--- src/rtl/burn_pkg.sv ---
// Package: shared state encoding and data constants for the erase/program sequencer.
// Assumes a byte-wide target device whose erased state reads as all ones.
package burn_pkg;
    localparam int BYTE_W = 8;
    localparam logic [BYTE_W-1:0] ERASED_BYTE = 8'hFF;

    typedef enum logic [3:0] {
        ST_IDLE,
        ST_E_SETUP,
        ST_E_PULSE,
        ST_E_HOLD,
        ST_E_RECOV,
        ST_BLANK,
        ST_P_SETUP,
        ST_P_PULSE,
        ST_P_HOLD,
        ST_P_RECOV,
        ST_VERIFY,
        ST_PASS,
        ST_FAIL
    } burn_state_e;
endpackage

--- src/rtl/burn_timer.sv ---
// Module: down-counting phase timer.
// A load of length N makes `expired` high in the N-th cycle after the load edge,
// so the state that issued the load lasts exactly N cycles. Assumes N >= 1.
module burn_timer #(
    parameter int CNT_W = 8
) (
    input  logic             clk,
    input  logic             rst_n,
    input  logic             load,
    input  logic [CNT_W-1:0] len,
    output logic             expired
);
    logic [CNT_W-1:0] cnt_q;

    // Count down from len-1 after a load, resting at zero.
    always_ff @(posedge clk) begin
        if (!rst_n)
            cnt_q <= '0;
        else if (load)
            cnt_q <= len - 1'b1;
        else if (cnt_q != '0)
            cnt_q <= cnt_q - 1'b1;
    end

    assign expired = (cnt_q == '0);


    long_load_chk: assert property (@(posedge clk) disable iff (!rst_n)
        (load && len > 1) |=> !expired);
endmodule

--- src/rtl/burn_addr_ctr.sv ---
// Module: address counter for the blank check, program and verify sweeps.
// Clears to zero and steps upward by one; `last` flags the top address.
module burn_addr_ctr #(
    parameter int ADDR_W = 16
) (
    input  logic              clk,
    input  logic              rst_n,
    input  logic              clr,
    input  logic              inc,
    output logic [ADDR_W-1:0] addr,
    output logic              last
);
    logic [ADDR_W-1:0] addr_q;

    // Hold, clear or advance the sweep address.
    always_ff @(posedge clk) begin
        if (!rst_n)
            addr_q <= '0;
        else if (clr)
            addr_q <= '0;
        else if (inc)
            addr_q <= addr_q + 1'b1;
    end

    assign addr = addr_q;
    assign last = &addr_q;


    ascend_chk: assert property (@(posedge clk) disable iff (!rst_n)
        (inc && !clr && !last) |=> (addr > $past(addr)));
endmodule

--- src/rtl/burn_ctrl.sv ---
// Module: sequencing state machine for erase, blank check, program and verify.
// Drives timer loads and address-counter steps, compares read data, and
// registers all device-side enables from the next state so that the
// high-voltage enables are glitch-free and drop one edge after abort.
// Assumes the image read port returns data in the same cycle as its address.
module burn_ctrl
    import burn_pkg::*;
#(
    parameter int ADDR_W     = 16,
    parameter int CNT_W      = 24,
    parameter int SETUP_CYC  = 50,
    parameter int HOLD_CYC   = 50,
    parameter int ERASE_CYC  = 5000000,
    parameter int PROG_CYC   = 1000,
    parameter int RECOV_CYC  = 50,
    parameter int ACCESS_CYC = 4
) (
    input  logic              clk,
    input  logic              rst_n,
    input  logic              start,
    input  logic              abort,
    input  logic              tmr_exp,
    input  logic              addr_last,
    input  logic [ADDR_W-1:0] addr,
    input  logic [BYTE_W-1:0] dev_rdata,
    input  logic [BYTE_W-1:0] img_rd_data,
    output logic              tmr_load,
    output logic [CNT_W-1:0]  tmr_len,
    output logic              ctr_clr,
    output logic              ctr_inc,
    output logic              prog_supply_en,
    output logic              addr_hv_en,
    output logic              dev_strobe,
    output logic              dev_oe,
    output logic              dev_wdata_oe,
    output logic              busy,
    output logic              pass,
    output logic              fail,
    output logic [ADDR_W-1:0] fail_addr
);
    localparam logic [CNT_W-1:0] LEN_SETUP  = CNT_W'(SETUP_CYC);
    localparam logic [CNT_W-1:0] LEN_HOLD   = CNT_W'(HOLD_CYC);
    localparam logic [CNT_W-1:0] LEN_ERASE  = CNT_W'(ERASE_CYC);
    localparam logic [CNT_W-1:0] LEN_PROG   = CNT_W'(PROG_CYC);
    localparam logic [CNT_W-1:0] LEN_RECOV  = CNT_W'(RECOV_CYC);
    localparam logic [CNT_W-1:0] LEN_ACCESS = CNT_W'(ACCESS_CYC);

    burn_state_e state_q, state_d;
    logic        at_rest;
    logic        launch;
    logic        miss_hit;
    logic        blank_bad;
    logic        verify_bad;

    assign at_rest    = (state_q == ST_IDLE) || (state_q == ST_PASS) || (state_q == ST_FAIL);
    assign launch     = at_rest && start && !abort;
    assign blank_bad  = (dev_rdata != ERASED_BYTE);
    assign verify_bad = (dev_rdata != img_rd_data);

    // Next-state, timer-load and address-step decisions for each phase.
    always_comb begin
        state_d  = state_q;
        tmr_load = 1'b0;
        tmr_len  = '0;
        ctr_clr  = 1'b0;
        ctr_inc  = 1'b0;
        miss_hit = 1'b0;
        unique case (state_q)
            ST_IDLE, ST_PASS, ST_FAIL: begin
                if (start) begin
                    state_d  = ST_E_SETUP;
                    tmr_load = 1'b1;
                    tmr_len  = LEN_SETUP;
                    ctr_clr  = 1'b1;
                end
            end
            ST_E_SETUP: begin
                if (tmr_exp) begin
                    state_d  = ST_E_PULSE;
                    tmr_load = 1'b1;
                    tmr_len  = LEN_ERASE;
                end
            end
            ST_E_PULSE: begin
                if (tmr_exp) begin
                    state_d  = ST_E_HOLD;
                    tmr_load = 1'b1;
                    tmr_len  = LEN_HOLD;
                end
            end
            ST_E_HOLD: begin
                if (tmr_exp) begin
                    state_d  = ST_E_RECOV;
                    tmr_load = 1'b1;
                    tmr_len  = LEN_RECOV;
                end
            end
            ST_E_RECOV: begin
                if (tmr_exp) begin
                    state_d  = ST_BLANK;
                    tmr_load = 1'b1;
                    tmr_len  = LEN_ACCESS;
                    ctr_clr  = 1'b1;
                end
            end
            ST_BLANK: begin
                if (tmr_exp) begin
                    if (blank_bad) begin
                        state_d  = ST_FAIL;
                        miss_hit = 1'b1;
                    end else if (addr_last) begin
                        state_d  = ST_P_SETUP;
                        tmr_load = 1'b1;
                        tmr_len  = LEN_SETUP;
                        ctr_clr  = 1'b1;
                    end else begin
                        tmr_load = 1'b1;
                        tmr_len  = LEN_ACCESS;
                        ctr_inc  = 1'b1;
                    end
                end
            end
            ST_P_SETUP: begin
                if (tmr_exp) begin
                    state_d  = ST_P_PULSE;
                    tmr_load = 1'b1;
                    tmr_len  = LEN_PROG;
                end
            end
            ST_P_PULSE: begin
                if (tmr_exp) begin
                    state_d  = ST_P_HOLD;
                    tmr_load = 1'b1;
                    tmr_len  = LEN_HOLD;
                end
            end
            ST_P_HOLD: begin
                if (tmr_exp) begin
                    tmr_load = 1'b1;
                    if (addr_last) begin
                        state_d = ST_P_RECOV;
                        tmr_len = LEN_RECOV;
                    end else begin
                        state_d = ST_P_SETUP;
                        tmr_len = LEN_SETUP;
                        ctr_inc = 1'b1;
                    end
                end
            end
            ST_P_RECOV: begin
                if (tmr_exp) begin
                    state_d  = ST_VERIFY;
                    tmr_load = 1'b1;
                    tmr_len  = LEN_ACCESS;
                    ctr_clr  = 1'b1;
                end
            end
            ST_VERIFY: begin
                if (tmr_exp) begin
                    if (verify_bad) begin
                        state_d  = ST_FAIL;
                        miss_hit = 1'b1;
                    end else if (addr_last) begin
                        state_d = ST_PASS;
                    end else begin
                        tmr_load = 1'b1;
                        tmr_len  = LEN_ACCESS;
                        ctr_inc  = 1'b1;
                    end
                end
            end
            default: state_d = ST_IDLE;
        endcase
        if (abort) begin
            state_d  = ST_IDLE;
            tmr_load = 1'b0;
            ctr_clr  = 1'b0;
            ctr_inc  = 1'b0;
            miss_hit = 1'b0;
        end
    end

    // State register.
    always_ff @(posedge clk) begin
        if (!rst_n)
            state_q <= ST_IDLE;
        else
            state_q <= state_d;
    end

    // Device-side enables and status, registered from the next state.
    always_ff @(posedge clk) begin
        if (!rst_n) begin
            prog_supply_en <= 1'b0;
            addr_hv_en     <= 1'b0;
            dev_strobe     <= 1'b0;
            dev_oe         <= 1'b0;
            dev_wdata_oe   <= 1'b0;
            busy           <= 1'b0;
            pass           <= 1'b0;
            fail           <= 1'b0;
        end else begin
            prog_supply_en <= state_d inside {ST_E_SETUP, ST_E_PULSE, ST_E_HOLD,
                                              ST_P_SETUP, ST_P_PULSE, ST_P_HOLD};
            addr_hv_en     <= state_d inside {ST_E_SETUP, ST_E_PULSE, ST_E_HOLD};
            dev_strobe     <= state_d inside {ST_E_PULSE, ST_P_PULSE};
            dev_oe         <= state_d inside {ST_BLANK, ST_VERIFY};
            dev_wdata_oe   <= state_d inside {ST_P_SETUP, ST_P_PULSE, ST_P_HOLD};
            busy           <= !(state_d inside {ST_IDLE, ST_PASS, ST_FAIL});
            pass           <= (state_d == ST_PASS);
            fail           <= (state_d == ST_FAIL);
        end
    end

    // Capture the first miscompare address; cleared when a new run begins.
    always_ff @(posedge clk) begin
        if (!rst_n)
            fail_addr <= '0;
        else if (launch)
            fail_addr <= '0;
        else if (miss_hit)
            fail_addr <= addr;
    end


    hv_pair_chk: assert property (@(posedge clk) disable iff (!rst_n)
        addr_hv_en |-> prog_supply_en);

    read_hv_off_chk: assert property (@(posedge clk) disable iff (!rst_n)
        dev_oe |-> (!prog_supply_en && !addr_hv_en));

    pulse_addr_stable_chk: assert property (@(posedge clk) disable iff (!rst_n)
        (dev_strobe && $past(dev_strobe)) |-> $stable(addr));

    result_excl_chk: assert property (@(posedge clk) disable iff (!rst_n)
        $onehot0({busy, pass, fail}));

    abort_off_chk: assert property (@(posedge clk) disable iff (!rst_n)
        abort |=> (!prog_supply_en && !addr_hv_en && !dev_strobe && !busy));

    strobe_read_chk: assert property (@(posedge clk) disable iff (!rst_n)
        !(dev_strobe && dev_oe));

    drive_phase_chk: assert property (@(posedge clk) disable iff (!rst_n)
        dev_wdata_oe |-> (prog_supply_en && !addr_hv_en));

    launch_chk: assert property (@(posedge clk) disable iff (!rst_n)
        launch |=> (busy && !pass && !fail));
endmodule

--- src/rtl/prom_burn_seq.sv ---
// Module: top of the erase, blank-check, program and verify sequencer.
// Wires the phase timer, the sweep address counter and the control FSM.
// Assumes: image port is asynchronous read; every cycle parameter >= 1;
// the device data bus is returned on dev_rdata while dev_oe is high.
module prom_burn_seq
    import burn_pkg::*;
#(
    parameter int ADDR_W     = 16,
    parameter int SETUP_CYC  = 50,
    parameter int HOLD_CYC   = 50,
    parameter int ERASE_CYC  = 5000000,
    parameter int PROG_CYC   = 1000,
    parameter int RECOV_CYC  = 50,
    parameter int ACCESS_CYC = 4
) (
    input  logic              clk,
    input  logic              rst_n,
    input  logic              start,
    input  logic              abort,
    output logic [ADDR_W-1:0] img_addr,
    input  logic [7:0]        img_rd_data,
    output logic [ADDR_W-1:0] dev_addr,
    output logic [7:0]        dev_wdata,
    output logic              dev_wdata_oe,
    input  logic [7:0]        dev_rdata,
    output logic              dev_strobe,
    output logic              dev_oe,
    output logic              prog_supply_en,
    output logic              addr_hv_en,
    output logic              busy,
    output logic              pass,
    output logic              fail,
    output logic [ADDR_W-1:0] fail_addr
);
    localparam int MAX_A = (ERASE_CYC > PROG_CYC) ? ERASE_CYC : PROG_CYC;
    localparam int MAX_B = (SETUP_CYC > HOLD_CYC) ? SETUP_CYC : HOLD_CYC;
    localparam int MAX_C = (RECOV_CYC > ACCESS_CYC) ? RECOV_CYC : ACCESS_CYC;
    localparam int MAX_D = (MAX_A > MAX_B) ? MAX_A : MAX_B;
    localparam int MAX_LEN = (MAX_D > MAX_C) ? MAX_D : MAX_C;
    localparam int CNT_W = $clog2(MAX_LEN + 1);

    logic              tmr_load;
    logic [CNT_W-1:0]  tmr_len;
    logic              tmr_exp;
    logic              ctr_clr;
    logic              ctr_inc;
    logic [ADDR_W-1:0] sweep_addr;
    logic              sweep_last;

    burn_timer #(.CNT_W(CNT_W)) u_timer (
        .clk     (clk),
        .rst_n   (rst_n),
        .load    (tmr_load),
        .len     (tmr_len),
        .expired (tmr_exp)
    );

    burn_addr_ctr #(.ADDR_W(ADDR_W)) u_addr (
        .clk   (clk),
        .rst_n (rst_n),
        .clr   (ctr_clr),
        .inc   (ctr_inc),
        .addr  (sweep_addr),
        .last  (sweep_last)
    );

    burn_ctrl #(
        .ADDR_W     (ADDR_W),
        .CNT_W      (CNT_W),
        .SETUP_CYC  (SETUP_CYC),
        .HOLD_CYC   (HOLD_CYC),
        .ERASE_CYC  (ERASE_CYC),
        .PROG_CYC   (PROG_CYC),
        .RECOV_CYC  (RECOV_CYC),
        .ACCESS_CYC (ACCESS_CYC)
    ) u_ctrl (
        .clk            (clk),
        .rst_n          (rst_n),
        .start          (start),
        .abort          (abort),
        .tmr_exp        (tmr_exp),
        .addr_last      (sweep_last),
        .addr           (sweep_addr),
        .dev_rdata      (dev_rdata),
        .img_rd_data    (img_rd_data),
        .tmr_load       (tmr_load),
        .tmr_len        (tmr_len),
        .ctr_clr        (ctr_clr),
        .ctr_inc        (ctr_inc),
        .prog_supply_en (prog_supply_en),
        .addr_hv_en     (addr_hv_en),
        .dev_strobe     (dev_strobe),
        .dev_oe         (dev_oe),
        .dev_wdata_oe   (dev_wdata_oe),
        .busy           (busy),
        .pass           (pass),
        .fail           (fail),
        .fail_addr      (fail_addr)
    );

    assign img_addr  = sweep_addr;
    assign dev_addr  = sweep_addr;
    assign dev_wdata = dev_wdata_oe ? img_rd_data : '0;
endmodule

--- config.mk ---
export PLATFORM = sky130hd
export DESIGN_NAME = prom_burn_seq
export DESIGN_NICKNAME = d
export VERILOG_FILES = /design/src/rtl/burn_pkg.sv /design/src/rtl/burn_timer.sv /design/src/rtl/burn_addr_ctr.sv /design/src/rtl/burn_ctrl.sv /design/src/rtl/prom_burn_seq.sv
export SDC_FILE = /design/constraint.sdc
export NUM_CORES = 1
export LEC_CHECK = 0
export BUFFER_PORTS_ARGS = -buffer_cell sky130_fd_sc_hd__buf_2
export CAP_MARGIN = 20
export CORE_UTILIZATION = 35
export DETAILED_ROUTE_END_ITERATION = 10
export GPL_TIMING_DRIVEN = 0
export HOLD_SLACK_MARGIN = 0.12
export MAX_ROUTING_LAYER = met4
export PLACE_DENSITY_LB_ADDON = 0.12
export SLEW_MARGIN = 20
export SYNTH_ARGS = -nofsm -noshare
export SYNTH_HDL_FRONTEND = slang
export SYNTH_HIERARCHICAL = 1
export SYNTH_SLANG_ARGS = --single-unit
--- constraint.sdc ---
create_clock -name clk -period 13.75 [get_ports clk]
set_input_delay 2.0625 -clock clk [delete_from_list [all_inputs] [get_ports clk]]
set_output_delay 2.0625 -clock clk [all_outputs]
set_load 0.1 [all_outputs]
; ---- After elaboration in Yosys (flattened, before gate mapping)
; Index checks and enable logic that the tools add are counted.
; W data, S select, Z words.
[word_totals]
regBits = 67
in_bits = 20
out_inout_bits = 64
elab_cells = 122
[classes]
n_addsub = 3
eq_ne = 24
mux = 58
n_bitwise = 1
n_reduce_logical = 24
[ops]
columns = op, count
row1 = $mux W23, 7
row2 = $pmux W23 S7, 1
row3 = $mux W4, 17
row4 = $sub A23 B1 Y23 const B, 2
row5 = $pmux W4 S11, 1
row6 = $eq A4 B4 Y1 const B, 9
row7 = $eq A4 B3 Y1 const B, 7
row8 = $logic_not A23 Y1, 1
row9 = $reduce_bool A23 Y1, 1
row10 = $mux W1, 21
row11 = $mux W6, 3
row12 = $add A16 B1 Y16 const B, 1
row13 = $eq A4 B2 Y1 const B, 4
row14 = $reduce_and A16 Y1, 1
row15 = $mux W10, 1
row16 = $reduce_bool A3 Y1, 3
row17 = $eq A4 B1 Y1 const B, 2
row18 = $logic_not A4 Y1, 2
row19 = $mux W8, 1
row20 = $ne A8 B8 Y1, 1
row21 = $ne A8 B8 Y1 const B, 1
row22 = $reduce_or A8 Y1, 1
row23 = $mux W3, 2
row24 = $pmux W1 S3, 2
row25 = other kinds (11), 18

; ---- Longest topological paths before layout
; Gate-level depths: netlist (run 1).
[logic_depth]
ltp_word = 9
mapped_depth = 19
depth_no_buf = 13

; ---- Modules after synthesis
; The synthesis (run 1) kept the hierarchy.
[modules_own_cells]
columns = mod, n_inst, cells_per_inst, area_per_inst_um2
row1 = burn_ctrl, 1, 217, 1840.5
row2 = burn_timer, 1, 191, 1712.9
row3 = burn_addr_ctr, 1, 88, 768.2
row4 = prom_burn_seq, 1, 24, 170.2

; ---- Least setup slack after synthesis (run 1)
; No wires, ideal clock.
[synth_timing]
path_type = input to register
from = input port dev_rdata[3]
to = register u_timer.cnt_q[12]
setup_time_ns = 0.070
t_arrival_ns = 5.763
required_time_ns = 13.680
setup_slack_ns = 7.918
stages = 18
n_path_buf = 6
cell_sequence = xor2_1 -> nor4_1 -> nand3b_1 -> nor2_1 -> o31ai_1 -> a21boi_0 -> buf_4 -> buf_2 -> buf_2 -> buf_2 -> buf_1 -> mux2i_1 -> ha_1 -> clkbuf_1 -> o211ai_4 -> a211oi_1 -> mux2_2 -> a21oi_1
[synth_via]
elab_chain_cells = 6
elab_cells_between_ends = 16
cone_classes = 1 x add/sub / 2 x eq/ne / 12 x mux / 1 x reduce/logical
[synth_lines]
columns = element, line_no
row1 = start: declaration, prom_burn_seq.sv:25  ; input logic [7:0] dev_rdata,
row2 = "$ne A8 B8 Y1, on equally long branches", "burn_ctrl.sv:58, burn_ctrl.sv:57"
row3 = "$mux W1, on equally long branches", "burn_ctrl.sv:160, burn_ctrl.sv:108"
row4 = "$mux W1, on equally long branches", "burn_ctrl.sv:159, burn_ctrl.sv:107"
row5 = $pmux W1 S4 *, burn_ctrl.sv:68  ; unique case (state_q)
row6 = $mux W1 *, burn_ctrl.sv:174  ; if (abort) begin
row7 = net tmr_load, prom_burn_seq.sv:42  ; logic tmr_load;
row8 = $mux W23 / $reduce_bool A2 Y1 (equally long branches), --
row9 = end signal: assignment, burn_timer.sv:20  ; cnt_q <= len - 1'b1;
row10 = end signal: assignment, burn_timer.sv:22  ; cnt_q <= cnt_q - 1'b1;
row11 = end: declaration, burn_timer.sv:13  ; logic [CNT_W-1:0] cnt_q;
; The timed path passes the listed nets; every way through them passes the cells marked *.
; A chain may end at the register's enable or synchronous reset.

; ---- Final worst setup path (run 1)
[layout_timing]
from = input port dev_rdata[3]
to = register u_timer.cnt_q[22]
; The elaborated chain is that of the path after synthesis.

==> run metrics, run 1 <==
status finished with violations; failing checks DRC; Critical Path AT 6.81 ns; max frequency 153 MHz; Worst Skew ~0.011 ns; total number of yosys warnings 6; H-tree Lvls 3; Final Hold Viols 0; DR WL/cell 14.6 um; footprint of the multi-input gates about 0.0028 sq mm; share of cells above drive strength 1 29.8%; average cell area after synthesis 8.64 sq um; Area Growth Syn to Fin 21.8%; starting density of the core 35.7%; CP endpoint kind flop; RSZ-0062 raised after global routing no; area of the core 0.0126 sq mm; most frequent cells in the layout 99 x buf_2, 67 x dfxtp_1, 58 x nor2_1, 36 x mux2i_1, 35 x buf_4; Clock transition at path regs 0.06 ns; post-synthesis sequential area ratio 29.9%; Fin Setup TNS 0 ns; WP buf/inv 7; Placer Congestion 0.863; FF+latch area 0.00134 sq mm; clk root buf clkbuf_16; Post-synth top flop dfxtp_1; die area 0.0133 sq mm; IO Port Bufs 83; final setup fails 0; WL final 11,700 um; post-layout util 43.5%; Worst-Margin Slew 0.815 ns; CP max stage delay 0.50 ns; CP Launch Type primary input; Hold-fix buffers, CTS 0; CTS tree yes; final worst setup slack 7.20 ns; initial antenna violation count 0; post-CTS setup buffers 0; Fill cells about 1,300; Clock Sinks 67; GR Util All Layers 18.8%; Critical-path top delay cell a2111oi_4; DR vias about 4,100; fin nets 644; number of synthesized register bits 67; first-pass GRT wire length 18,900 um; clk_lat worst skew approximately 0.34 ns; CP Cell Sequence buf_2 > xor2_1 > nor4_1 > nand3b_1 > nor2_1 > o31ai_1 > a21boi_0 > buf_4 > buf_2 > buf_2 > buf_2 > buf_1 > mux2i_1 > ha_1 > clkbuf_1 > o211ai_4 > a2111oi_4 > a21oi_1 > nor3b_1; commonest non-fill, non-tap cell in the layout buf_2; number of diodes 0; largest net degree at the start of global routing 14; number of flops mapped to enable cells by yosys 0; Cell Rows 41; Slew headroom 45.2%; Post-route DRC 2; synth unique cells 77; Crit Path Max Fanout 10; dpl cells 783; Hold WC Path Type reg2reg; Post-DP Area 0.00515 sq mm; DRT Pass-1 Iters 7; kind of critical path in2reg; cell area power density 127 mW/mm^2; Worst path most repeated cell buf_2; die height 115 um; total CTS buffers 9; non-filler cells in the finished layout 799; crit path time final 6.55 ns; Leak 2.38 nW; 1st-iter DRT viols 234; number of global-route vias before repair 3,781; HPWL after DPL roughly 8500 um; Mapped Cells 520; maximum vdd drop 65.8 uV; Detail Route Antenna Nets 0; Max-cap violations 0; total grt overflow 0; DR vias/cell a little over 5; worst hold slack 0.491 ns; Power, Total 0.697 mW; Die Width 115 um; CTS Buffer Depth 2; cell family with most CP delay buffers and inverters; Place WS 6.90 ns; I/O pins 84; Final Max Slew Viols 0; period utilization 47.6%; Async SR Flop Fraction 0%; Design Area, Final 0.00547 sq mm; Worst Path Required 14.01 ns; Post-Syn Area 0.00449 sq mm; CTS resizes 0
-- worst register-to-register path, stage by stage, from the launching register on --
cell and delay, ns:
dfxtp_1 0.35, or4_1 0.57, nor4_1 0.70, clkbuf_1 0.44, buf_1 0.42, o31ai_1 0.14, a21boi_0 0.21, buf_4 0.21
buf_2 0.24, buf_2 0.29, buf_2 0.31, buf_1 0.46, mux2i_1 0.26, ha_1 0.16, clkbuf_1 0.30, o211ai_4 0.26
a2111oi_4 0.50, a21oi_1 0.12, nor3b_1 0.21
-- layout make-up --
class	instances	share of cell area, %
Sequential cell	67	24.5
Clock inverter	6	1.33
Clock buffer	10	4.37
Multi-Input combinational cell	393	50.5
Inverter	7	0.480
Buffer	61	7.23
Tap cell	172	3.93
Timing Repair Buffer	83	7.59
-- cells by family after synthesis --
logic type	count (synthesis)	synth area share, %
and+or+nand+nor	210	26.0
AOI/OAI and AO/OA	102	19.2
buffers and inverters	68	9.39
DFF	67	29.9
muxes	41	9.28
xor gates and xnor gates	29	5.65
adders and majority gates	2	0.557
other	1	0.0835
-- layer usage --
| metal | up-vias | wire, um | track usage, % |
|---|---|---|---|
| met1 | 1913 | 5750 | 24.2 |
| met5 | - | 0 | - |
| met4 | 0 | 109 | 5.02 |
| li1 | 2056 | - | - |
| met2 | 78 | 5410 | 29.2 |
| met3 | 9 | 398 | 4.69 |
-- where the power goes --
group / leakage, nW / internal, mW / switching, mW
combinational: 1.68 / 0.0932 / 0.131
clock: 0.149 / 0.147 / 0.0925
sequential: 0.544 / 0.214 / 0.0193
-- synthesized netlist by cell type (3+ instances only) --
cell       instances  area share, %
dfxtp_1           67             30
nor2_1            58            4.8
mux2i_1           36            8.0
buf_4             35            5.8
nand2_1           30            2.5
a21oi_1           29            3.2
xor2_1            19            3.7
nor3_1            18            2.0
buf_2             16            1.8
nor4_1            13            1.8
and2_1            11            1.5
nand4_1           11            1.5
o21ai_0           11            1.2
xnor2_1           10            1.9
o31ai_1            9            1.5
nand2b_1           8            1.1
nor2b_1            8            1.1
inv_1              7           0.59
a211oi_1           6            1.0
nand3_1            6           0.67
nor3b_1            6            1.0
a2111oi_4          5            3.1
clkbuf_1           5           0.42
mux2_2             5            1.3
nand3b_1           5           0.84
or4_1              5           0.84
nor4b_1            4           0.78
o21a_1             4           0.67
or2_2              4           0.56
or3_1              4           0.56
buf_1              3           0.25
nand4bb_1          3           0.75
-- path summary, 6_finish.rpt --
| path | from | to | depth (start not counted) | slack (ns) |
|---|---|---|---|---|
| max reg2reg | u_timer/cnt_q[6]$_SDFFE_PN0P_ | u_timer/cnt_q[22]$_SDFFE_PN0P_ | 18 | 7.54 |
| min | u_ctrl/fail_addr[9]$_SDFFE_PP0P_ | u_ctrl/fail_addr[9]$_SDFFE_PP0P_ | 2 | 0.49 |
| min reg2reg | u_ctrl/fail_addr[9]$_SDFFE_PP0P_ | u_ctrl/fail_addr[9]$_SDFFE_PP0P_ | 2 | 0.49 |
| max | dev_rdata[3] | u_timer/cnt_q[22]$_SDFFE_PN0P_ | 19 | 7.20 |
-- sequential cells by signal (all words and copies together), names as in the netlist --
signal and count:
u_ctrl/dev_wdata_oe 1, u_ctrl/dev_strobe 1, u_ctrl/fail 1, u_ctrl/prog_supply_en 1
u_addr/addr 16, u_ctrl/addr_hv_en 1, u_ctrl/busy 1, u_ctrl/fail_addr 16
u_ctrl/dev_oe 1, u_ctrl/pass 1, u_timer/cnt_q 23, u_ctrl/state_q 4
Note: power is estimated with default switching activity, not from simulation.
==> run 2, diff against run 1 <==
- clock period: 13.75 -> 6.7 ns (I/O delays scaled with it)
==> run metrics, run 2 (synthesis gave the netlist of run 1 again) <==
status finished with violations; failing checks DRC; first-pass GRT wire length 18,900 um; number of diodes 0; CP max stage delay 0.59 ns; most frequent cells in the layout 99 x buf_2, 67 x dfxtp_1, 58 x nor2_1, 36 x mux2i_1, 35 x buf_4; final setup fails 0; DR vias/cell about 5.1; Worst Path Required 6.96 ns; commonest non-fill, non-tap cell in the layout buf_2; total grt overflow 0; maximum vdd drop around 130 uV; Hold WC Path Type reg2reg; Leak 2.38 nW; die area ~0.013 sq mm; Post-route DRC 2; die height 115 um; CP endpoint kind flop; WL final 11,700 um; CTS Buffer Depth 2; H-tree Lvls 3; Area Growth Syn to Fin 21.9%; RSZ-0062 raised after global routing no; starting density of the core 35.7%; post-CTS setup buffers 0; clk_lat worst skew 0.34 ns; Die Width 115 um; cell family with most CP delay buffers and inverters; 1st-iter DRT viols roughly 240; total CTS buffers 9; Worst Skew 0.0109 ns; Reg with most FFs u_timer/cnt_q; fin nets 644; Detail Route Antenna Nets 0; CTS tree yes; IO Port Bufs 83; non-filler cells in the finished layout ~800; Placer Congestion 0.863; initial antenna violation count 0; cell area power density 262 mW/mm^2; Critical-path top delay cell or4_1; Worst path most repeated cell buf_2; HPWL after DPL 8520 um; DR WL/cell ~15 um; Slew headroom 47.2%; Clock transition at path regs about 0.06 ns; max frequency 167 MHz; number of global-route vias before repair 3,781; Fill cells between 1,000 and 1,500; Clock Sinks 67; Final Max Slew Viols 0; CP Launch Type flop; area of the core around 0.013 sq mm; Fin Setup TNS 0 ns; Critical Path AT 6.25 ns; Cell Rows 41; kind of critical path reg2reg; share of cells above drive strength 1 30.0%; crit path time final 5.99 ns; max reg flops 23; period utilization 89.3%; GR Util All Layers 18.8%; largest net degree at the start of global routing 14; I/O pins 84; Final Hold Viols 0; CP Cell Sequence or4_1 > nor4_2 > clkbuf_1 > buf_1 > o31ai_1 > a21boi_0 > buf_4 > buf_2 > buf_2 > buf_2 > buf_1 > mux2i_1 > ha_1 > clkbuf_1 > o211ai_4 > a2111oi_4 > a21oi_1 > nor3b_1; Crit Path Max Fanout 10; Worst-Margin Slew 0.792 ns; WP buf/inv 8; dpl cells 783; clk root buf clkbuf_16; Max-cap violations 0; DR vias approximately 4,000; DRT Pass-1 Iters 7
-- run 2: cell count changes in the layout (fill, tap and decap cells not counted) --
cell    previous run  this run
nor4_1            13        12
nor4_2             0         1
-- run 2: worst paths after layout --
path | from | to | slack, ns | cells after the start
min | u_ctrl/fail_addr[9]$_SDFFE_PP0P_ | u_ctrl/fail_addr[9]$_SDFFE_PP0P_ | 0.49 | 2
max | u_timer/cnt_q[6]$_SDFFE_PN0P_ | u_timer/cnt_q[22]$_SDFFE_PN0P_ | 0.71 | 18
max reg2reg | u_timer/cnt_q[6]$_SDFFE_PN0P_ | u_timer/cnt_q[22]$_SDFFE_PN0P_ | 0.71 | 18
min reg2reg | u_ctrl/fail_addr[9]$_SDFFE_PP0P_ | u_ctrl/fail_addr[9]$_SDFFE_PP0P_ | 0.49 | 2
-- run 2: worst reg2reg max path, delay by kind of cell, from the launching register on --
kind | cells | cell delay [ns]
AO/OA/AOI/OAI | 5 | 1.23
adder cells (fa/ha/maj) | 1 | 0.16
buffers and inverters | 8 | 2.66
flip-flops | 1 | 0.35
multiplexers | 1 | 0.26
AND/OR/NAND/NOR | 3 | 1.28
-- run 2: cell type report --
cell class | instances | area [sq um] | area share (%)
Clock buffer | 10 | 239 | 4.36
Inverter | 7 | 26.3 | 0.480
Clock inverter | 6 | 72.6 | 1.33
Timing Repair Buffer | 83 | 415 | 7.59
Sequential cell | 67 | 1340 | 24.5
Tap cell | 172 | 215 | 3.93
Multi-Input combinational cell | 393 | 2770 | 50.6
Buffer | 61 | 395 | 7.22
-- run 2: per-layer routing --
metal  up-vias  track usage [%]  routed length, um
met1      1913             24.2               5690
met4         0             5.02                109
met5         -                -                  0
met2        85             29.2               5420
li1       2056                -                  -
met3         9             4.69                447
-- run 2: what timing repair did --
action / 4_1_cts / 5_1_grt
endpoints found under the hold margin: 0 / 0
hold buffers: 0 / 0
resized for setup: 0 / 1
setup endpoints to repair: 0 / 1
-- run 2: stage by stage --
step	utilization, %	power [mW]	area (sq um)	hold WS (ns)	setup slack (ns)
after floorplan	-	0.856	4520	0.564	1.84
after global placement	41.0	0.942	5150	0.477	0.586
after detailed placement	41.0	0.947	5150	0.483	0.538
after CTS	43.5	1.45	5460	0.498	0.523
after global routing	43.6	1.52	5480	0.540	0.238
final	43.6	1.43	5480	0.491	0.714
-- run 2: report_power, final --
part	total, mW	switching [mW]	internal (mW)
registers	0.480	0.0400	0.440
clock network	0.491	0.189	0.301
logic	0.463	0.271	0.192
total	1.43	0.500	0.934
==> run 3, diff against run 2 <==
- CORE_ASPECT_RATIO: not set -> 0.75
==> run metrics, run 3 (synthesis gave the netlist of run 1 again) <==
Max-cap violations 0; final worst setup slack approximately 0.66 ns; DRT Pass-1 Iters 5; Placer Congestion 0.892; GR Util All Layers 17.8%; post-CTS setup buffers 0; Area Growth Syn to Fin 22.1%; total CTS buffers 9; CP max stage delay 0.59 ns; max reg flops 23; 1st-iter DRT viols 197; IO Port Bufs 83; Leak 2.38 nW; Clock Sinks 67; CP Launch Type flop; Die Width 133 um; I/O pins 84; H-tree Lvls 3; CP Cell Sequence or4_1 > nor4_2 > clkbuf_1 > buf_1 > o31ai_1 > a21boi_0 > buf_4 > buf_2 > buf_2 > buf_2 > buf_1 > mux2i_1 > ha_1 > clkbuf_1 > o211ai_4 > a211oi_1 > mux2_2 > a21oi_1; die area around 0.013 sq mm; CTS tree yes; Fin Setup TNS 0 ns; crit path time final 6.04 ns; period utilization around 90%; first-pass GRT wire length between 15,000 and 20,000 um; Worst-Margin Slew 0.941 ns; commonest non-fill, non-tap cell in the layout buf_2; Clock transition at path regs 0.06 ns; clk root buf clkbuf_16; DR vias slightly above 4,000; fin nets 644; Place WS 0.497 ns; RSZ-0062 raised after global routing no; die height 100 um; HPWL after DPL roughly 8400 um; kind of critical path reg2reg; Detail Route Antenna Nets 0; WL final 11,300 um; number of global-route vias before repair 3,603; final setup fails 0; DR vias/cell roughly 5.2; Final Max Slew Viols 0; Worst path most repeated cell buf_2; Slew headroom between 30% and 40%; CTS Buffer Depth 2; starting density of the core 36.2%; Reg with most FFs u_timer/cnt_q; total grt overflow 0; Crit Path Max Fanout 10; Hold WC Path Type reg2reg; initial antenna violation count 0; Critical-path top delay cell or4_1; Fill cells between 1,000 and 1,500; Critical Path AT about 6.3 ns; Worst Path Required 6.96 ns; maximum vdd drop around 130 uV; cell area power density roughly 270 mW/mm^2; DR WL/cell 14.2 um; number of diodes 0; status finished clean; max frequency 166 MHz; Final Hold Viols 0; Worst Skew 0.00615 ns; most frequent cells in the layout 99 x buf_2, 67 x dfxtp_1, 58 x nor2_1, 36 x mux2i_1, 35 x buf_4; area of the core 0.0124 sq mm; CP endpoint kind flop; clk_lat worst skew 0.33 ns; share of cells above drive strength 1 30.0%; largest net degree at the start of global routing 14; Post-route DRC 0; Cell Rows 35
[run 3: cell count changes in the layout (fill, tap and decap cells not counted), sizes merged]
cell,change
clkinvlp,+2
clkbuf,-1
bufinv,+1
clkinv,-2
[run 3: worst max-delay path, delay by kind of cell, from the launching register on]
family          cells  cell delay (ns)
mux                 2             0.64
fa+ha+maj           1             0.16
compound gates      5             1.10
flops               1             0.35
buf+inv             8             2.62
simple gates        2             1.09
[run 3: final timing paths]
path	slack (ns)	depth (start not counted)	to	start
worst min-delay path	0.49	2	u_ctrl/fail_addr[13]$_SDFFE_PP0P_	u_ctrl/fail_addr[13]$_SDFFE_PP0P_
worst min register to register	0.49	2	u_ctrl/fail_addr[13]$_SDFFE_PP0P_	u_ctrl/fail_addr[13]$_SDFFE_PP0P_
worst max register to register	0.66	18	u_timer/cnt_q[12]$_SDFFE_PN0P_	u_timer/cnt_q[6]$_SDFFE_PN0P_
worst max-delay path	0.66	18	u_timer/cnt_q[12]$_SDFFE_PN0P_	u_timer/cnt_q[6]$_SDFFE_PN0P_
[run 3: through the flow]
step | cells | area, sq um | total power, mW | utilization (%) | hold slack, ns
final | 793 | 5480 | 1.46 | 44.2 | 0.489
after global routing | 793 | 5480 | 1.54 | 44.2 | 0.520
after CTS | 793 | 5470 | 1.47 | 44.1 | 0.496
after detailed placement | 777 | 5140 | 0.949 | 41.5 | 0.481
after global placement | 777 | 5140 | 0.943 | 41.5 | 0.470
after floorplan | 528 | 4520 | 0.856 | - | 0.564
[run 3: routing by layer]
metal  part of all wire, %  track usage [%]  up-vias  wire length, um
met1                    52             24.7     1946             5890
met3                   4.7             3.43       10              535
met5                     0                -        -                0
li1                      -                -     2069                -
met2                    42             26.1      122             4730
met4                  0.99             4.60        0              112
[run 3: repair_timing]
action,4_1_cts,5_1_grt
hold buffers,0,0
resized for setup,0,1
setup endpoints to repair,0,3
[run 3: layout make-up]
| cell class | count | area, sq um | share of cell area, % |
|---|---|---|---|
| multi-input combinational | 393 | 2770 | 50.5 |
| sequential | 67 | 1340 | 24.5 |
| timing repair buffer | 83 | 415 | 7.58 |
| buffer | 61 | 395 | 7.21 |
| clock buffer | 9 | 225 | 4.11 |
| tap | 166 | 208 | 3.79 |
| clock inverter | 7 | 100 | 1.83 |
| inverter | 7 | 26.3 | 0.479 |
[run 3: report_power, final]
group          internal, mW  total (mW)  leakage (nW)  switching (mW)
logic                 0.192       0.469          1.69           0.277
registers             0.440       0.481         0.544          0.0408
clock network         0.327       0.513         0.148           0.185
total                 0.960        1.46          2.38           0.503
